`src/rtl/tmr_pkg.sv`:
```
package tmr_pkg;

  typedef enum logic [1:0] {
    SRC_KEY  = 2'b00,
    SRC_SLOW = 2'b01,
    SRC_FAST = 2'b10,
    SRC_NONE = 2'b11
  } src_sel_e;

  localparam int NUM_SRC  = 3;
  localparam int IDX_KEY  = 0;
  localparam int IDX_SLOW = 1;
  localparam int IDX_FAST = 2;

  // log2 of the predivider ratio for each select code
  function automatic int div_log2(input logic [1:0] code);
    case (code)
      2'b00:   return 8;
      2'b01:   return 5;
      2'b10:   return 2;
      default: return 0;
    endcase
  endfunction

endpackage

```
`src/rtl/tmr_sync.sv`:
```
module tmr_sync #(
  parameter int             W       = 3,
  parameter logic [W-1:0]   RST_VAL = '0
) (
  input  logic         clk,
  input  logic         rst_n,
  input  logic [W-1:0] d,
  output logic [W-1:0] q
);

  for (genvar i = 0; i < W; i++) begin : g_bit
    logic s1_q, s2_q;
    always_ff @(posedge clk or negedge rst_n) begin
      if (!rst_n) begin
        s1_q <= RST_VAL[i];
        s2_q <= RST_VAL[i];
      end else begin
        s1_q <= d[i];
        s2_q <= s1_q;
      end
    end
    assign q[i] = s2_q;
  end

endmodule

```
`src/rtl/tmr_filter.sv`:
```
module tmr_filter #(
  parameter int   THRESH  = 4,
  parameter logic RST_LVL = 1'b1
) (
  input  logic clk,
  input  logic rst_n,
  input  logic tick,
  input  logic raw,
  output logic level
);

  localparam int CW = $clog2(THRESH + 1);

  logic [CW-1:0] cnt_q, cnt_d;
  logic          lvl_q, lvl_d;

  always_comb begin
    cnt_d = cnt_q;
    lvl_d = lvl_q;
    if (raw == lvl_q) begin
      cnt_d = '0;
    end else if (tick) begin
      if (cnt_q == CW'(THRESH - 1)) begin
        lvl_d = raw;
        cnt_d = '0;
      end else begin
        cnt_d = cnt_q + 1'b1;
      end
    end
  end

  always_ff @(posedge clk or negedge rst_n) begin
    if (!rst_n) begin
      cnt_q <= '0;
      lvl_q <= RST_LVL;
    end else begin
      cnt_q <= cnt_d;
      lvl_q <= lvl_d;
    end
  end

  assign level = lvl_q;

endmodule

```
`src/rtl/tmr_edge.sv`:
```
module tmr_edge #(
  parameter int   FALL    = 0,
  parameter logic RST_VAL = 1'b0
) (
  input  logic clk,
  input  logic rst_n,
  input  logic lvl,
  output logic pulse
);

  logic prev_q;

  always_ff @(posedge clk or negedge rst_n) begin
    if (!rst_n) prev_q <= RST_VAL;
    else        prev_q <= lvl;
  end

  if (FALL != 0) begin : g_fall
    assign pulse = prev_q & ~lvl;
  end else begin : g_rise
    assign pulse = ~prev_q & lvl;
  end

endmodule

```
`src/rtl/tmr_prediv.sv`:
```
module tmr_prediv #(
  parameter int PW = 8
) (
  input  logic          clk,
  input  logic          rst_n,
  input  logic          clr,
  input  logic          step,
  input  logic [PW-1:0] mask,
  output logic          tick
);

  logic [PW-1:0] cnt_q, cnt_d;

  always_comb begin
    cnt_d = cnt_q;
    if (clr)       cnt_d = '0;
    else if (step) cnt_d = cnt_q + 1'b1;
  end

  always_ff @(posedge clk or negedge rst_n) begin
    if (!rst_n) cnt_q <= '0;
    else        cnt_q <= cnt_d;
  end

  assign tick = step & ~clr & ((cnt_q & mask) == mask);

endmodule

```
`src/rtl/tmr_downcnt.sv`:
```
module tmr_downcnt #(
  parameter int W = 8
) (
  input  logic         clk,
  input  logic         rst_n,
  input  logic         load,
  input  logic         dec,
  input  logic [W-1:0] reload,
  output logic [W-1:0] value,
  output logic         uf
);

  logic [W-1:0] val_q, val_d;
  logic         uf_q, uf_d;
  logic         at_zero;

  assign at_zero = (val_q == '0);

  always_comb begin
    val_d = val_q;
    uf_d  = 1'b0;
    if (load) begin
      val_d = reload;
    end else if (dec) begin
      if (at_zero) begin
        val_d = reload;
        uf_d  = 1'b1;
      end else begin
        val_d = val_q - 1'b1;
      end
    end
  end

  always_ff @(posedge clk or negedge rst_n) begin
    if (!rst_n) begin
      val_q <= '0;
      uf_q  <= 1'b0;
    end else begin
      val_q <= val_d;
      uf_q  <= uf_d;
    end
  end

  assign value = val_q;
  assign uf    = uf_q;

endmodule

```
`src/rtl/timer8_prog.sv`:
```
module timer8_prog
  import tmr_pkg::*;
#(
  parameter int CNT_W      = 8,
  parameter int PRE_W      = 8,
  parameter int FILT_TICKS = 4
) (
  input  logic             clk,
  input  logic             rst_n,
  input  logic             key_in,
  input  logic             slow_clk_in,
  input  logic             fast_clk_in,
  input  logic             fast_osc_en,
  input  logic             filt_tick,
  input  logic [CNT_W-1:0] reload_data,
  input  logic [1:0]       div_sel,
  input  logic [1:0]       src_sel,
  input  logic             direct_mode,
  input  logic             ctr_reset,
  input  logic             run,
  output logic [CNT_W-1:0] count_val,
  output logic             underflow
);

  localparam logic [NUM_SRC-1:0] SYNC_RST = NUM_SRC'(1) << IDX_KEY;

  // reset: asserted asynchronously, released on a clock edge
  logic rst_s1_q, rst_s2_q, rst_int_n;
  always_ff @(posedge clk or negedge rst_n) begin
    if (!rst_n) begin
      rst_s1_q <= 1'b0;
      rst_s2_q <= 1'b0;
    end else begin
      rst_s1_q <= 1'b1;
      rst_s2_q <= rst_s1_q;
    end
  end
  assign rst_int_n = rst_s2_q;

  // resynchronise raw sources
  logic [NUM_SRC-1:0] raw_lvl, sync_lvl, src_lvl, src_edge;
  assign raw_lvl[IDX_KEY]  = key_in;
  assign raw_lvl[IDX_SLOW] = slow_clk_in;
  assign raw_lvl[IDX_FAST] = fast_clk_in;

  tmr_sync #(.W(NUM_SRC), .RST_VAL(SYNC_RST)) u_sync (
    .clk(clk), .rst_n(rst_int_n), .d(raw_lvl), .q(sync_lvl)
  );

  // key debounce
  logic key_filt;
  tmr_filter #(.THRESH(FILT_TICKS), .RST_LVL(1'b1)) u_filt (
    .clk(clk), .rst_n(rst_int_n), .tick(filt_tick),
    .raw(sync_lvl[IDX_KEY]), .level(key_filt)
  );

  assign src_lvl[IDX_KEY]  = direct_mode ? sync_lvl[IDX_KEY] : key_filt;
  assign src_lvl[IDX_SLOW] = sync_lvl[IDX_SLOW];
  assign src_lvl[IDX_FAST] = sync_lvl[IDX_FAST];

  // key counts on falling edges, oscillators on rising edges
  for (genvar i = 0; i < NUM_SRC; i++) begin : g_edge
    localparam int   IS_KEY = (i == IDX_KEY) ? 1 : 0;
    localparam logic PRV0   = (i == IDX_KEY) ? 1'b1 : 1'b0;
    tmr_edge #(.FALL(IS_KEY), .RST_VAL(PRV0)) u_edge (
      .clk(clk), .rst_n(rst_int_n), .lvl(src_lvl[i]), .pulse(src_edge[i])
    );
  end

  // source select
  logic src_evt;
  always_comb begin
    case (src_sel_e'(src_sel))
      SRC_KEY:  src_evt = src_edge[IDX_KEY];
      SRC_SLOW: src_evt = src_edge[IDX_SLOW];
      SRC_FAST: src_evt = src_edge[IDX_FAST] & fast_osc_en;
      default:  src_evt = 1'b0;
    endcase
  end

  // predivider
  logic [PRE_W-1:0] div_mask;
  logic             pre_step, pre_tick;

  always_comb begin
    div_mask = PRE_W'((32'd1 << div_log2(div_sel)) - 32'd1);
  end

  assign pre_step = src_evt & run;

  tmr_prediv #(.PW(PRE_W)) u_prediv (
    .clk(clk), .rst_n(rst_int_n), .clr(ctr_reset), .step(pre_step),
    .mask(div_mask), .tick(pre_tick)
  );

  // down counter
  tmr_downcnt #(.W(CNT_W)) u_cnt (
    .clk(clk), .rst_n(rst_int_n), .load(ctr_reset), .dec(pre_tick),
    .reload(reload_data), .value(count_val), .uf(underflow)
  );

endmodule

```
`config.mk`:
```
export PLATFORM = sky130hd
export DESIGN_NAME = timer8_prog
export DESIGN_NICKNAME = d
export VERILOG_FILES = /design/src/rtl/tmr_pkg.sv /design/src/rtl/tmr_sync.sv /design/src/rtl/tmr_filter.sv /design/src/rtl/tmr_edge.sv /design/src/rtl/tmr_prediv.sv /design/src/rtl/tmr_downcnt.sv /design/src/rtl/timer8_prog.sv
export SDC_FILE = /design/constraint.sdc
export NUM_CORES = 1
export LEC_CHECK = 0
export ABC_AREA = 1
export BUFFER_PORTS_ARGS = -buffer_cell sky130_fd_sc_hd__buf_4
export CAP_MARGIN = 30
export CORE_UTILIZATION = 48
export CTS_BUF_LIST = sky130_fd_sc_hd__clkbuf_8
export DETAILED_ROUTE_END_ITERATION = 10
export MAX_ROUTING_LAYER = met4
export PLACE_DENSITY = 0.67
export SLEW_MARGIN = 20
export SYNTH_ARGS = -nofsm -noshare
export SYNTH_HDL_FRONTEND = slang
export SYNTH_SLANG_ARGS = --single-unit
```
`constraint.sdc`:
```
create_clock -name clk -period 1.15 [get_ports clk]
set_input_delay 0.0575 -clock clk [delete_from_list [all_inputs] [get_ports clk]]
set_output_delay 0.0575 -clock clk [all_outputs]
set_load 0.02 [all_outputs]
```
==> run_results.csv <==
group,metric,value,unit
logic_synthesis,yosysMostFrequentCell,"nand2_1",
timing,rsz0062_at_grt,"true",
timing,hold_viol,0,
logic_synthesis,yosysTopAreaCell,"dfrtp_1",
critical_path,cp-start-kind,"flip-flop",
finish,design_area,2820,µm²
drt,drt-pass1-iter-count,4,
clock_tree,cts_buffers,5,
drt,first_iter_violations,142,
finish,num-nets-final,338,
drt,ant_nets,0,
critical_path,critPathMaxStageDelay,0.43,ns
critical_path,critPathCaptureType,"flip-flop",
finish,antenna_cells,0,
placement,postPlaceCellArea,2390,µm²
outcome,violations,"negative setup slack",
timing,tns,-3.97,ns
logic_synthesis,yosysWarnings,0,
finish,area_growth,52.3,%
clock_tree,ctsHoldBuffers,4,
critical_path,path_cells,"inv_4 -> ha_4 -> inv_2 -> nor3_4 -> nand2_4 -> buf_4 -> buf_6 -> buf_6 -> nor2_1",
grt,antenna_found_initial,0,
die,die_w,64.1,µm
drt,route.detailed.drc,0,
finish,finish.utilization,0.764,
finish,seq_area,808,µm²
power_and_ir_drop,p_per_area,1320,nW/µm²
logic_synthesis,synth.top_cells.by_count,"nand2_1, inv_1, dfrtp_1, nand3_1, nor2_1",
finish,fillers,279,
drt,vias,1761,
power_and_ir_drop,total_power,3.71,mW
worst_hold_path,hold_class,"input pin to flip-flop",
logic_synthesis,synth_top_area_frac,0.379,
die,start_util,0.502,
logic_synthesis,syn_nets,253,
critical_path,setup.worst_path.class,"flip-flop to flip-flop",
drt,wirelength,4630,µm
clock_tree,clkLatencyLatePin,0.30,ns
run,cap_violations,0,
timing,period_share,1.25,
outcome,status,"finished, violations left",
logic_synthesis,synthArstFlopShare,1.00,
timing,fmax,696,MHz
finish,multi_input_area,1070,µm²
placement,dpl.cell_count,331,
critical_path,arrival,1.67,ns
power_and_ir_drop,cellLeakagePower,1.46,nW
clock_tree,clkSlewWorstSetupHoldPaths,0.08,ns
drt,wl_per_cell,13.0,µm
grt,grt_pass1_vias,1672,
die,rows,22,
clock_tree,tritoncts,"built",
clock_tree,cts.sinks,32,
critical_path,critical_path_peak_fanout,3,
timing,finalClockSkew,0.0101,ns
critical_path,cp_slowest_cell,"dfrtp_2",
critical_path,cp_common_cell,"buf_6",
clock_tree,cts_buffer_depth,2,
critical_path,cp.depth,9,
critical_path,crit_buf_inv,5,
placement,gp_congestion,0.830,
placement,post-place-ws,-0.314,ns
grt,grt_util_all_layers,0.243,
clock_tree,cts-root-buf,"clkbuf_8",
critical_path,required,1.38,ns
grt,overflow,0,
finish,drive_above_1_share,0.492,
clock_tree,h-tree-depth,2,
finish,fin_cells,355,
logic_synthesis,netlist-cell-type-count,34,
drt,post_drt_via_cell_ratio,4.96,
logic_synthesis,ys_ff_latch,32,
timing,hold-worst-slack,0.00567,ns
grt,grt_max_degree,15,
die,core,3690,µm²
critical_path,worst-r2r-cell-count,9,
timing,slew_viol_final,0,
worst_hold_path,min_delay_path_depth,3,
placement,dp_hpwl,2820,µm
logic_synthesis,synth-seq-area-share,0.435,
logic_synthesis,synth_edf_count,0,
logic_synthesis,postSynthCellCount,221,
timing,period_needed,1.44,ns
placement,io_buffers,30,
logic_synthesis,netlist_area,1850,µm²
timing,setup_ws,-0.286,ns
grt,grt_first_pass_wirelength,7390,µm
logic_synthesis,yosys-top-cells-area,"dfrtp_1, nand2_1, ha_1",
timing,setup_viol,18,
die,dieArea,4110,µm²
critical_path,crit_family,"buffers and inverters",
logic_synthesis,avgSynthCellArea,8.37,µm²
die,dieHeight,64.1,µm
logic_synthesis,ys.flop_type,"dfrtp_1",
power_and_ir_drop,ir_worst_vdd,0.957,mV
die,io_pins,31,
-- power by group --
part | switching [mW] | internal [mW] | total, mW | leakage, nW
Clock | 0.479 | 0.428 | 0.907 | 0.0404
Sequential | 0.117 | 1.30 | 1.42 | 0.397
Combinational | 0.706 | 0.683 | 1.39 | 1.02
-- worst paths after layout --
kind                                                  from                           endpoint  slack [ns]
min in group asynchronous              rst_int_n$_DFF_PN0_         u_cnt.value[4]$_DFFE_PN0P_        0.06
worst min register to register         rst_int_n$_DFF_PN0_         u_cnt.value[4]$_DFFE_PN0P_        0.06
worst min-delay path                           direct_mode  g_edge[0].u_edge.prev_q$_DFF_PN1_       0.006
max in group asynchronous              rst_int_n$_DFF_PN0_           u_filt.level$_DFFE_PN1P_        0.63
worst max-delay path            u_cnt.value[1]$_DFFE_PN0P_                 u_cnt.uf$_DFF_PN0_       -0.29
worst max register to register  u_cnt.value[1]$_DFFE_PN0P_                 u_cnt.uf$_DFF_PN0_       -0.29
-- registers in the layout, indices dropped and copies added (netlist names) --
signal and count:
u_cnt.value 8, u_filt.level 1, rst_s1_q 1, g_edge.u_edge.prev_q 3, u_cnt.uf 1, u_prediv.cnt_q 8
u_sync.g_bit.s1_q 3, u_filt.cnt_q 3, rst_int_n 1, u_sync.g_bit.s2_q 3
-- worst reg2reg max path, delay by kind of cell (launching register included) --
| kind | cells | cell delay (ns) |
|---|---|---|
| buffers and inverters | 5 | 0.48 |
| DFF | 1 | 0.43 |
| and+or+nand+nor | 3 | 0.35 |
| adders and majority gates | 1 | 0.12 |
-- kinds of logic after synthesis --
logic type | share of synthesized area
buffers and inverters | 0.0920
adders and majority gates | 0.0676
xor gates and xnor gates | 0.0284
DFF | 0.435
and+or+nand+nor | 0.295
AOI/OAI and AO/OA | 0.0676
muxes | 0.0115
other | 0.00203
-- per-layer routing --
metal | vias up | share of wire | global-route usage | routed length, µm
met5 | - | 0 | - | 0
met4 | 0 | 0.013 | 0.0750 | 61
met3 | 8 | 0.041 | 0.0607 | 192
met2 | 36 | 0.51 | 0.374 | 2350
met1 | 839 | 0.44 | 0.315 | 2020
li1 | 878 | - | - | -
-- cell type report --
class | instances | share of cell area
clock inverters | 3 | 0.00844
inverters | 32 | 0.0502
flip-flops and latches | 32 | 0.287
well taps | 48 | 0.0213
clock buffers | 5 | 0.0244
multi-input cells | 155 | 0.381
repair buffers | 80 | 0.227
-- cells in the final DEF (no fill, tap or decap), types with 2 or more instances in the layout --
| master | instances |
|---|---|
| nand2_4 | 4 |
| nand2_2 | 15 |
| o21ai_1 | 3 |
| inv_4 | 3 |
| xor2_1 | 3 |
| inv_2 | 3 |
| buf_6 | 8 |
| inv_1 | 25 |
| clkbuf_8 | 5 |
| nor2_1 | 8 |
| xnor2_1 | 2 |
| ha_1 | 8 |
| o21ai_2 | 6 |
| dfrtp_2 | 2 |
| nand2_1 | 47 |
| nor2_2 | 4 |
| nand4_1 | 6 |
| nand3_1 | 16 |
| clkinvlp_4 | 2 |
| buf_4 | 68 |
| dfrtp_1 | 26 |
| dlygate4sd3_1 | 4 |
| dfstp_2 | 4 |
| nor2_4 | 3 |
| nand3_2 | 8 |
| o21ai_0 | 4 |
| nor3_2 | 2 |
-- what timing repair did --
action / in CTS / in global routing
endpoints found under the hold margin: 6 / 1
pin swaps: 6 / 12
gates resized for setup: 23 / 32
gates cloned: 1 / 0
endpoints found under the setup margin: 18 / 20
buffers inserted: 6 / 6
Power figures use the tool's default switching activity.
